==> config.mk <==
export PLATFORM = sky130hd
export DESIGN_NAME = airtime_calc
export DESIGN_NICKNAME = d
export VERILOG_FILES = /design/src/rtl/airtime_calc.sv
export SDC_FILE = /design/constraint.sdc
export NUM_CORES = 1
export LEC_CHECK = 0
export BUFFER_PORTS_ARGS = -buffer_cell sky130_fd_sc_hd__buf_2
export CORE_UTILIZATION = 50
export CTS_CLUSTER_DIAMETER = 120
export DETAILED_ROUTE_END_ITERATION = 12
export HOLD_SLACK_MARGIN = 0.02
export PLACE_DENSITY = 0.8
export REMOVE_ABC_BUFFERS = 1
export SKIP_LAST_GASP = 1
export SYNTH_ARGS = -nofsm -noshare
export SYNTH_HDL_FRONTEND = slang
export SYNTH_SLANG_ARGS = --single-unit
==> constraint.sdc <==
create_clock -name clk -period 6.8 [get_ports clk]
set_input_delay 1.02 -clock clk [delete_from_list [all_inputs] [get_ports clk]]
set_output_delay 1.02 -clock clk [all_outputs]
set_load 0.005 [all_outputs]
==> src/rtl/airtime_calc.sv <==
module airtime_calc #(
  parameter int LEN_W        = 12,
  parameter int RATE_W       = 10,
  parameter int DUR_W        = 16,
  parameter int PLCP_BITS    = 22,
  parameter int SYM_US       = 4,
  parameter int PRE_US       = 20,
  parameter int PRE_WIDE_US  = 14,
  parameter int SIFS_US      = 16,
  parameter int SIFS_WIDE_US = 8,
  parameter int SIFS_HALF_US = 32,
  parameter int SIFS_QTR_US  = 64
) (
  input  logic              clk,
  input  logic              rst_n,
  input  logic              start,
  input  logic [LEN_W-1:0]  len_bytes,
  input  logic [RATE_W-1:0] rate,
  input  logic [1:0]        bw_mode,
  input  logic [3:0]        tx_rate_idx,
  input  logic              ack_high,
  output logic              busy,
  output logic              done,
  output logic              err,
  output logic [DUR_W-1:0]  duration,
  output logic [3:0]        ack_rate_idx
);
  localparam int DVD_W = LEN_W + 8;
  localparam int DSR_W = RATE_W + 5;
  localparam int CNT_W = $clog2(DVD_W);
  localparam int SUM_W = DVD_W + 8;

  typedef enum logic [1:0] {S_IDLE, S_DIV, S_FIN} state_t;

  function automatic logic [7:0] sym_of(input logic [1:0] m);
    case (m)
      2'd2:    return 8'(SYM_US * 2);
      2'd3:    return 8'(SYM_US * 4);
      default: return 8'(SYM_US);
    endcase
  endfunction

  function automatic logic [7:0] pre_of(input logic [1:0] m);
    case (m)
      2'd1:    return 8'(PRE_WIDE_US);
      2'd2:    return 8'(PRE_US * 2);
      2'd3:    return 8'(PRE_US * 4);
      default: return 8'(PRE_US);
    endcase
  endfunction

  function automatic logic [7:0] sifs_of(input logic [1:0] m);
    case (m)
      2'd1:    return 8'(SIFS_WIDE_US);
      2'd2:    return 8'(SIFS_HALF_US);
      2'd3:    return 8'(SIFS_QTR_US);
      default: return 8'(SIFS_US);
    endcase
  endfunction

  state_t             st;
  logic [DVD_W-1:0]   dvd_q;
  logic [DSR_W-1:0]   rem_q;
  logic [DSR_W-1:0]   dsr_q;
  logic [CNT_W-1:0]   cnt_q;
  logic [1:0]         bw_q;

  logic [DVD_W-1:0]   bits_w, dvd_ld;
  logic [DSR_W-1:0]   dsr_ld;
  logic [DSR_W:0]     trial;
  logic               fits;
  logic [DVD_W:0]     syms;
  logic [SUM_W-1:0]   total;

  assign bits_w = DVD_W'(PLCP_BITS) + (DVD_W'(len_bytes) << 3);
  assign dvd_ld = (bits_w << 3) + (bits_w << 1);
  assign dsr_ld = DSR_W'(rate) * DSR_W'(sym_of(bw_mode));

  assign trial  = {rem_q, dvd_q[DVD_W-1]};
  assign fits   = trial >= {1'b0, dsr_q};

  assign syms   = {1'b0, dvd_q} + (DVD_W+1)'(|rem_q);
  assign total  = SUM_W'(sifs_of(bw_q)) + SUM_W'(pre_of(bw_q))
                + SUM_W'(syms) * SUM_W'(sym_of(bw_q));

  assign busy   = (st != S_IDLE);

  always_ff @(posedge clk or negedge rst_n) begin
    if (!rst_n) begin
      st       <= S_IDLE;
      dvd_q    <= '0;
      rem_q    <= '0;
      dsr_q    <= '0;
      cnt_q    <= '0;
      bw_q     <= '0;
      done     <= 1'b0;
      err      <= 1'b0;
      duration <= '0;
    end else begin
      done <= 1'b0;
      case (st)
        S_IDLE: if (start) begin
          if (rate == '0) begin
            done     <= 1'b1;
            err      <= 1'b1;
            duration <= '0;
          end else begin
            dvd_q <= dvd_ld;
            dsr_q <= dsr_ld;
            rem_q <= '0;
            cnt_q <= '0;
            bw_q  <= bw_mode;
            st    <= S_DIV;
          end
        end
        S_DIV: begin
          rem_q <= fits ? DSR_W'(trial - {1'b0, dsr_q}) : DSR_W'(trial);
          dvd_q <= {dvd_q[DVD_W-2:0], fits};
          cnt_q <= cnt_q + 1'b1;
          if (cnt_q == CNT_W'(DVD_W - 1)) st <= S_FIN;
        end
        S_FIN: begin
          duration <= (|total[SUM_W-1:DUR_W]) ? '1 : total[DUR_W-1:0];
          err      <= 1'b0;
          done     <= 1'b1;
          st       <= S_IDLE;
        end
        default: st <= S_IDLE;
      endcase
    end
  end

  always_comb begin
    if (!ack_high)              ack_rate_idx = (tx_rate_idx < 4'd4) ? 4'd0 : 4'd4;
    else if (tx_rate_idx == 0)  ack_rate_idx = 4'd0;
    else if (tx_rate_idx < 4)   ack_rate_idx = 4'd1;
    else if (tx_rate_idx < 6)   ack_rate_idx = 4'd4;
    else if (tx_rate_idx < 8)   ack_rate_idx = 4'd6;
    else                        ack_rate_idx = 4'd8;
  end
endmodule

[Yosys cells after proc, flatten, opt, wreduce, memory -nomap -nowiden]
Index checks and enable logic that the tools add are counted.
Cells by class
  $add $sub $neg: 7
  $mul: 2
  divide/modulo/power cells: 0
  order comparisons: 5
  equal/unequal tests: 12
  shifts and indexed selects: 0
  multiplexer cells: 34
  bitwise gates (word level): 1
  reduce and logical (&&, ||, !) cells: 12
Operators by type and width (number)
  $mux 16: 3
  $mux 15: 3
  $pmux 7 s3: 2
  $mux 20: 2
  $pmux 20 s2: 1
  $pmux 16 s2: 1
  $pmux 15 s2: 1
  $pmux 5 s2: 3
  $add 9x28->28: 1
  $mul 21x8->28: 1
  $add 20x1->21: 1
  $add 19x17->20: 1
  $mux 4: 5
  $add 5x15->16 const A: 1
  $ge 16x15->1: 1
  $mul 10x5->15: 1
  $reduce_or 15->1: 1
  $sub 15x15->15: 1
  $lt 4x3->1 const B: 3
  $reduce_and 3->1: 4
  $reduce_or 12->1: 1
  $eq 2x2->1 const B: 5
  $logic_not 10->1: 1
  $mux 5: 2
  other kinds (15): 27
Storage, ports and cells
  register bits after elaboration: 77
  bits in latches: 0
  RAM bits: 0
  bits in read-only memories: 0
  output and inout bits: 23
  word-level logic and storage cells: 82
  memories: 0

[Longest topological paths before layout]
  word-level depth: 7
  depth in mapped cells: 27

[Worst setup path after synthesis]
Ideal clock, no wire load.
  path kind: reg-to-reg
  start: register rem_q[3]
  end: register duration[10]
  library setup time: 0.123 ns
  data arrival time: 5.876 ns
  data required time: 6.677 ns
  slack: 0.801 ns
  cell stages (with the launch flop): 25
  buffers on the path: 1
  clock period less this slack: 5.999 ns
  path through: dfrtp_1 -> nor4_1 -> nand4_1 -> ha_1 -> nand2_1 -> xor2_1 -> nand2b_1 -> fa_1 -> fa_1 -> inv_1 -> ha_1 -> inv_1 -> fa_1 -> inv_1 -> ha_1 -> fa_1 -> a21o_1 -> a22o_1 -> o31a_1 -> a311o_1 -> a41oi_1 -> o311ai_1 -> nor3_4 -> buf_6 -> a21oi_2
On the way
  longest elaborated chain between the ends: 7
RTL lines
  start: declaration: RTL line 63  | logic [DSR_W-1:0] rem_q;
  start signal: assignment: RTL line 117  | rem_q <= fits ? DSR_W'(trial - {1'b0, dsr_q}) : DSR_W'(trial);
  $reduce_or 15->1 *: RTL line 82  | assign syms = {1'b0, dvd_q} + (DVD_W+1)'(|rem_q);
  $add 20x1->21 *: RTL line 82
  $mul 21x8->28 *: RTL line 84  | + SUM_W'(syms) * SUM_W'(sym_of(bw_q));
  $add 9x28->28 *: RTL line 84
  $reduce_or 12->1: RTL line 123  | duration <= (|total[SUM_W-1:DUR_W]) ? '1 : total[DUR_W-1:0];
  $mux 16 *: RTL line 123
  $pmux 16 s2 *: RTL line 101  | case (st)
  end signal: assignment: RTL line 123
  end: declaration: RTL line 25  | output logic [DUR_W-1:0] duration,
Mark *: on every way between the ends. The rest lies on a longest branch, timed or not.
A chain may end at the register's enable or synchronous reset.

[Worst setup path after layout]
  start: register rem_q[7]
  end: register duration[1]
Same word-level chain as after synthesis.

==> metrics <==
final instance area=about 9800 um^2; syn_area_per_cell=8.38 um^2; Detailed Route Iter0 Violations=451; CP max FO=16; Synth Flop Type=dfrtp_1; CTS root buf=clkbuf_16; max cap viols=0; share of cells above drive strength 1=under 10%; n_diodes=0; post-synth top area cell=dfrtp_1; CTS Sinks=75; setup TNS=0 ns; met3 Use GR=under 10%; Worst EP required=between 7 and 8 ns; ranking of synthesized cells by area=dfrtp_1 21%, ha_1 20%, fa_1 8.2%; vias per inst=between 5 and 6; final layout net count=1322; element type at the critical path end=flop; Hold Crit Depth=2; Worst Path Arrival=roughly 6.6 ns; drt drc=0; I/O Pins=55; endpoints failing setup=0; RSZ-0062 raised after global routing=no; reg2reg path depth=24; P&R area growth vs syn=9.01%; met1 usage=30.8%; First-pass DRT Iterations=5; cell area after synthesis=~9000 um^2; top cell type's share of synthesized area=20.9%; register area share after synthesis=20.9%; minimum clock period=6.40 ns; Die Wd=136 um; top cells by count, synth=150 x nand2_1, 147 x ha_1, 95 x inv_1; final worst setup slack=between 0.4 and 0.5 ns; Wirelength per Cell=15.0 um; HP Class=flop to flop; synthesis-stage register bit count=75; Worst Tran Pin Value=1.23 ns; H-tree depth=3; Max Clk Rate=0.156 GHz; setup bufs post-CTS=0; clock latency on the worst-skew pair=0.35 ns; total die area=18500 um^2; Async S/R FF share, synth=100%; largest net degree at the start of global routing=76; RePlAce Congestion=0.884; clock tree buffer depth=2; Place WS=between 0.15 and 0.2 ns; number of synthesized flops with an enable pin=0; grt total ovfl=0; DRT Wirelength=20000 um; Setup crit start kind=flop; CTS Buf Count=9; Netlist cell types=70; post-DP HPWL=~16000 um; CTS tree=done; DP Area=9460 um^2; part of the cycle the worst path needs=94.1%; row count=48; Slew headroom=17.8%; final hold violation count=0; met2 Use GR=between 30% and 40%; Syn Inst Count=between 1000 and 1500; status=finished, final reports clean; Setup CP Type=flop to flop; Filler cells=1569; Global Route Usage Sum=22.7%; first-pass GRT wire length=34400 um; Die H=136 um; Placeable Area=roughly 17000 um^2; Slew Viols, Final=0; post-route ant nets=0; initial antenna violation count=0; CTS Hold Buffers Added=0; post-route core utilization=between 50% and 60%; Initial Util=51.7%; Clock Pin Slew Worst Setup and Hold Paths=0.07 ns; GR peak layer=met2; Clock Skews=approximately 0.011 ns; DR vias=7718; top-count cell post-synth=nand2_1; count of port buffers added during placement=54; vias in the first global route=7436; number of warnings issued by yosys=0
-- critical path: stages, from the launching register on --
cell	delay, ns
dfrtp_1	0.44
nor4_4	0.30
nand4_1	0.19
ha_2	0.25
nand2_1	0.08
xor2_1	0.23
nand2b_1	0.16
fa_1	0.44
fa_1	0.54
inv_1	0.05
ha_1	0.28
inv_1	0.05
fa_1	0.53
inv_1	0.04
ha_1	0.23
fa_1	0.42
a21o_1	0.23
a22o_1	0.20
o31a_1	0.30
a311o_1	0.39
a41oi_1	0.24
o311ai_1	0.17
nor3_4	0.21
buf_6	0.21
a21oi_1	0.09
-- final cells by class --
| class | count | area, um^2 | area share, % |
|---|---|---|---|
| sequential | 75 | 1880 | 19.1 |
| tap | 225 | 282 | 2.87 |
| clock inverter | 7 | 81.3 | 0.829 |
| multi-input combinational | 858 | 6610 | 67.4 |
| inverter | 95 | 357 | 3.64 |
| clock buffer | 9 | 225 | 2.30 |
| timing repair buffer | 67 | 374 | 3.81 |
-- cell usage in the layout (no fill, tap or decap), drive strengths merged, types with 6 or more instances in the layout --
master | Yosys | layout
nand2 | 150 | 150
ha | 147 | 147
inv | 95 | 99
a21oi | 81 | 81
dfrtp | 75 | 75
buf | 6 | 67
o21ai | 47 | 47
fa | 37 | 37
nor2 | 37 | 37
nor3 | 34 | 34
xnor2 | 31 | 31
xor2 | 30 | 30
and2 | 23 | 23
nand3 | 22 | 22
nand2b | 18 | 18
nand4 | 15 | 15
and3 | 12 | 12
nor4 | 12 | 12
nor2b | 11 | 11
a21o | 11 | 11
or3 | 10 | 10
o211ai | 10 | 10
clkbuf | 40 | 9
a221o | 8 | 8
o21a | 7 | 7
or2 | 6 | 6
a22oi | 6 | 6
o21bai | 6 | 6
o31a | 6 | 6
-- per-stage QoR --
step                instances  hold WS [ns]
finish                   1336         0.487
global route             1336         0.514
CTS                      1336         0.491
detailed placement       1320         0.476
global placement         1320         0.467
floorplan                1028         0.450
-- cells by family after synthesis --
kind of cell	Yosys count	share of synthesized area [%]
buffers and inverters	141	6.04
XOR/XNOR	61	5.94
AND/OR/NAND/NOR	367	20.0
adder cells (fa/ha/maj)	184	28.7
flip-flops	75	20.9
AO/OA/AOI/OAI	241	17.9
multiplexers	5	0.556
-- flip-flops by register name, summed over array words and instances (netlist names) --
name,cells
cnt_q,5
st,2
rem_q,15
err,1
dvd_q,20
done,1
dsr_q,13
bw_q,2
duration,16
-- routing by layer --
metal | up-vias | share of wire [%]
met3 | 17 | 4.4
met1 | 3662 | 47
met4 | 0 | 1.0
met2 | 201 | 48
li1 | 3838 | -
met5 | - | 0
-- final timing paths --
check,from,to,slack (ns)
setup / recovery,rem_q[7],duration[1],0.40
hold reg to reg,dsr_q[11],dsr_q[11],0.49
max in group asynchronous,rst_n,duration[12],5.32
min in group asynchronous,rst_n,dvd_q[19],0.80
setup reg to reg,rem_q[7],duration[1],0.40
hold / removal,dsr_q[11],dsr_q[11],0.49
-- repair_timing --
item                                    in CTS  in global routing
endpoints found under the setup margin       0                 16
hold endpoints to repair                     0                  0
resized for setup                            0                  8
Power is left out: the tool's default activity adds up to more than one toggle a clock period on the data nets, which glitch-free logic cannot reach.
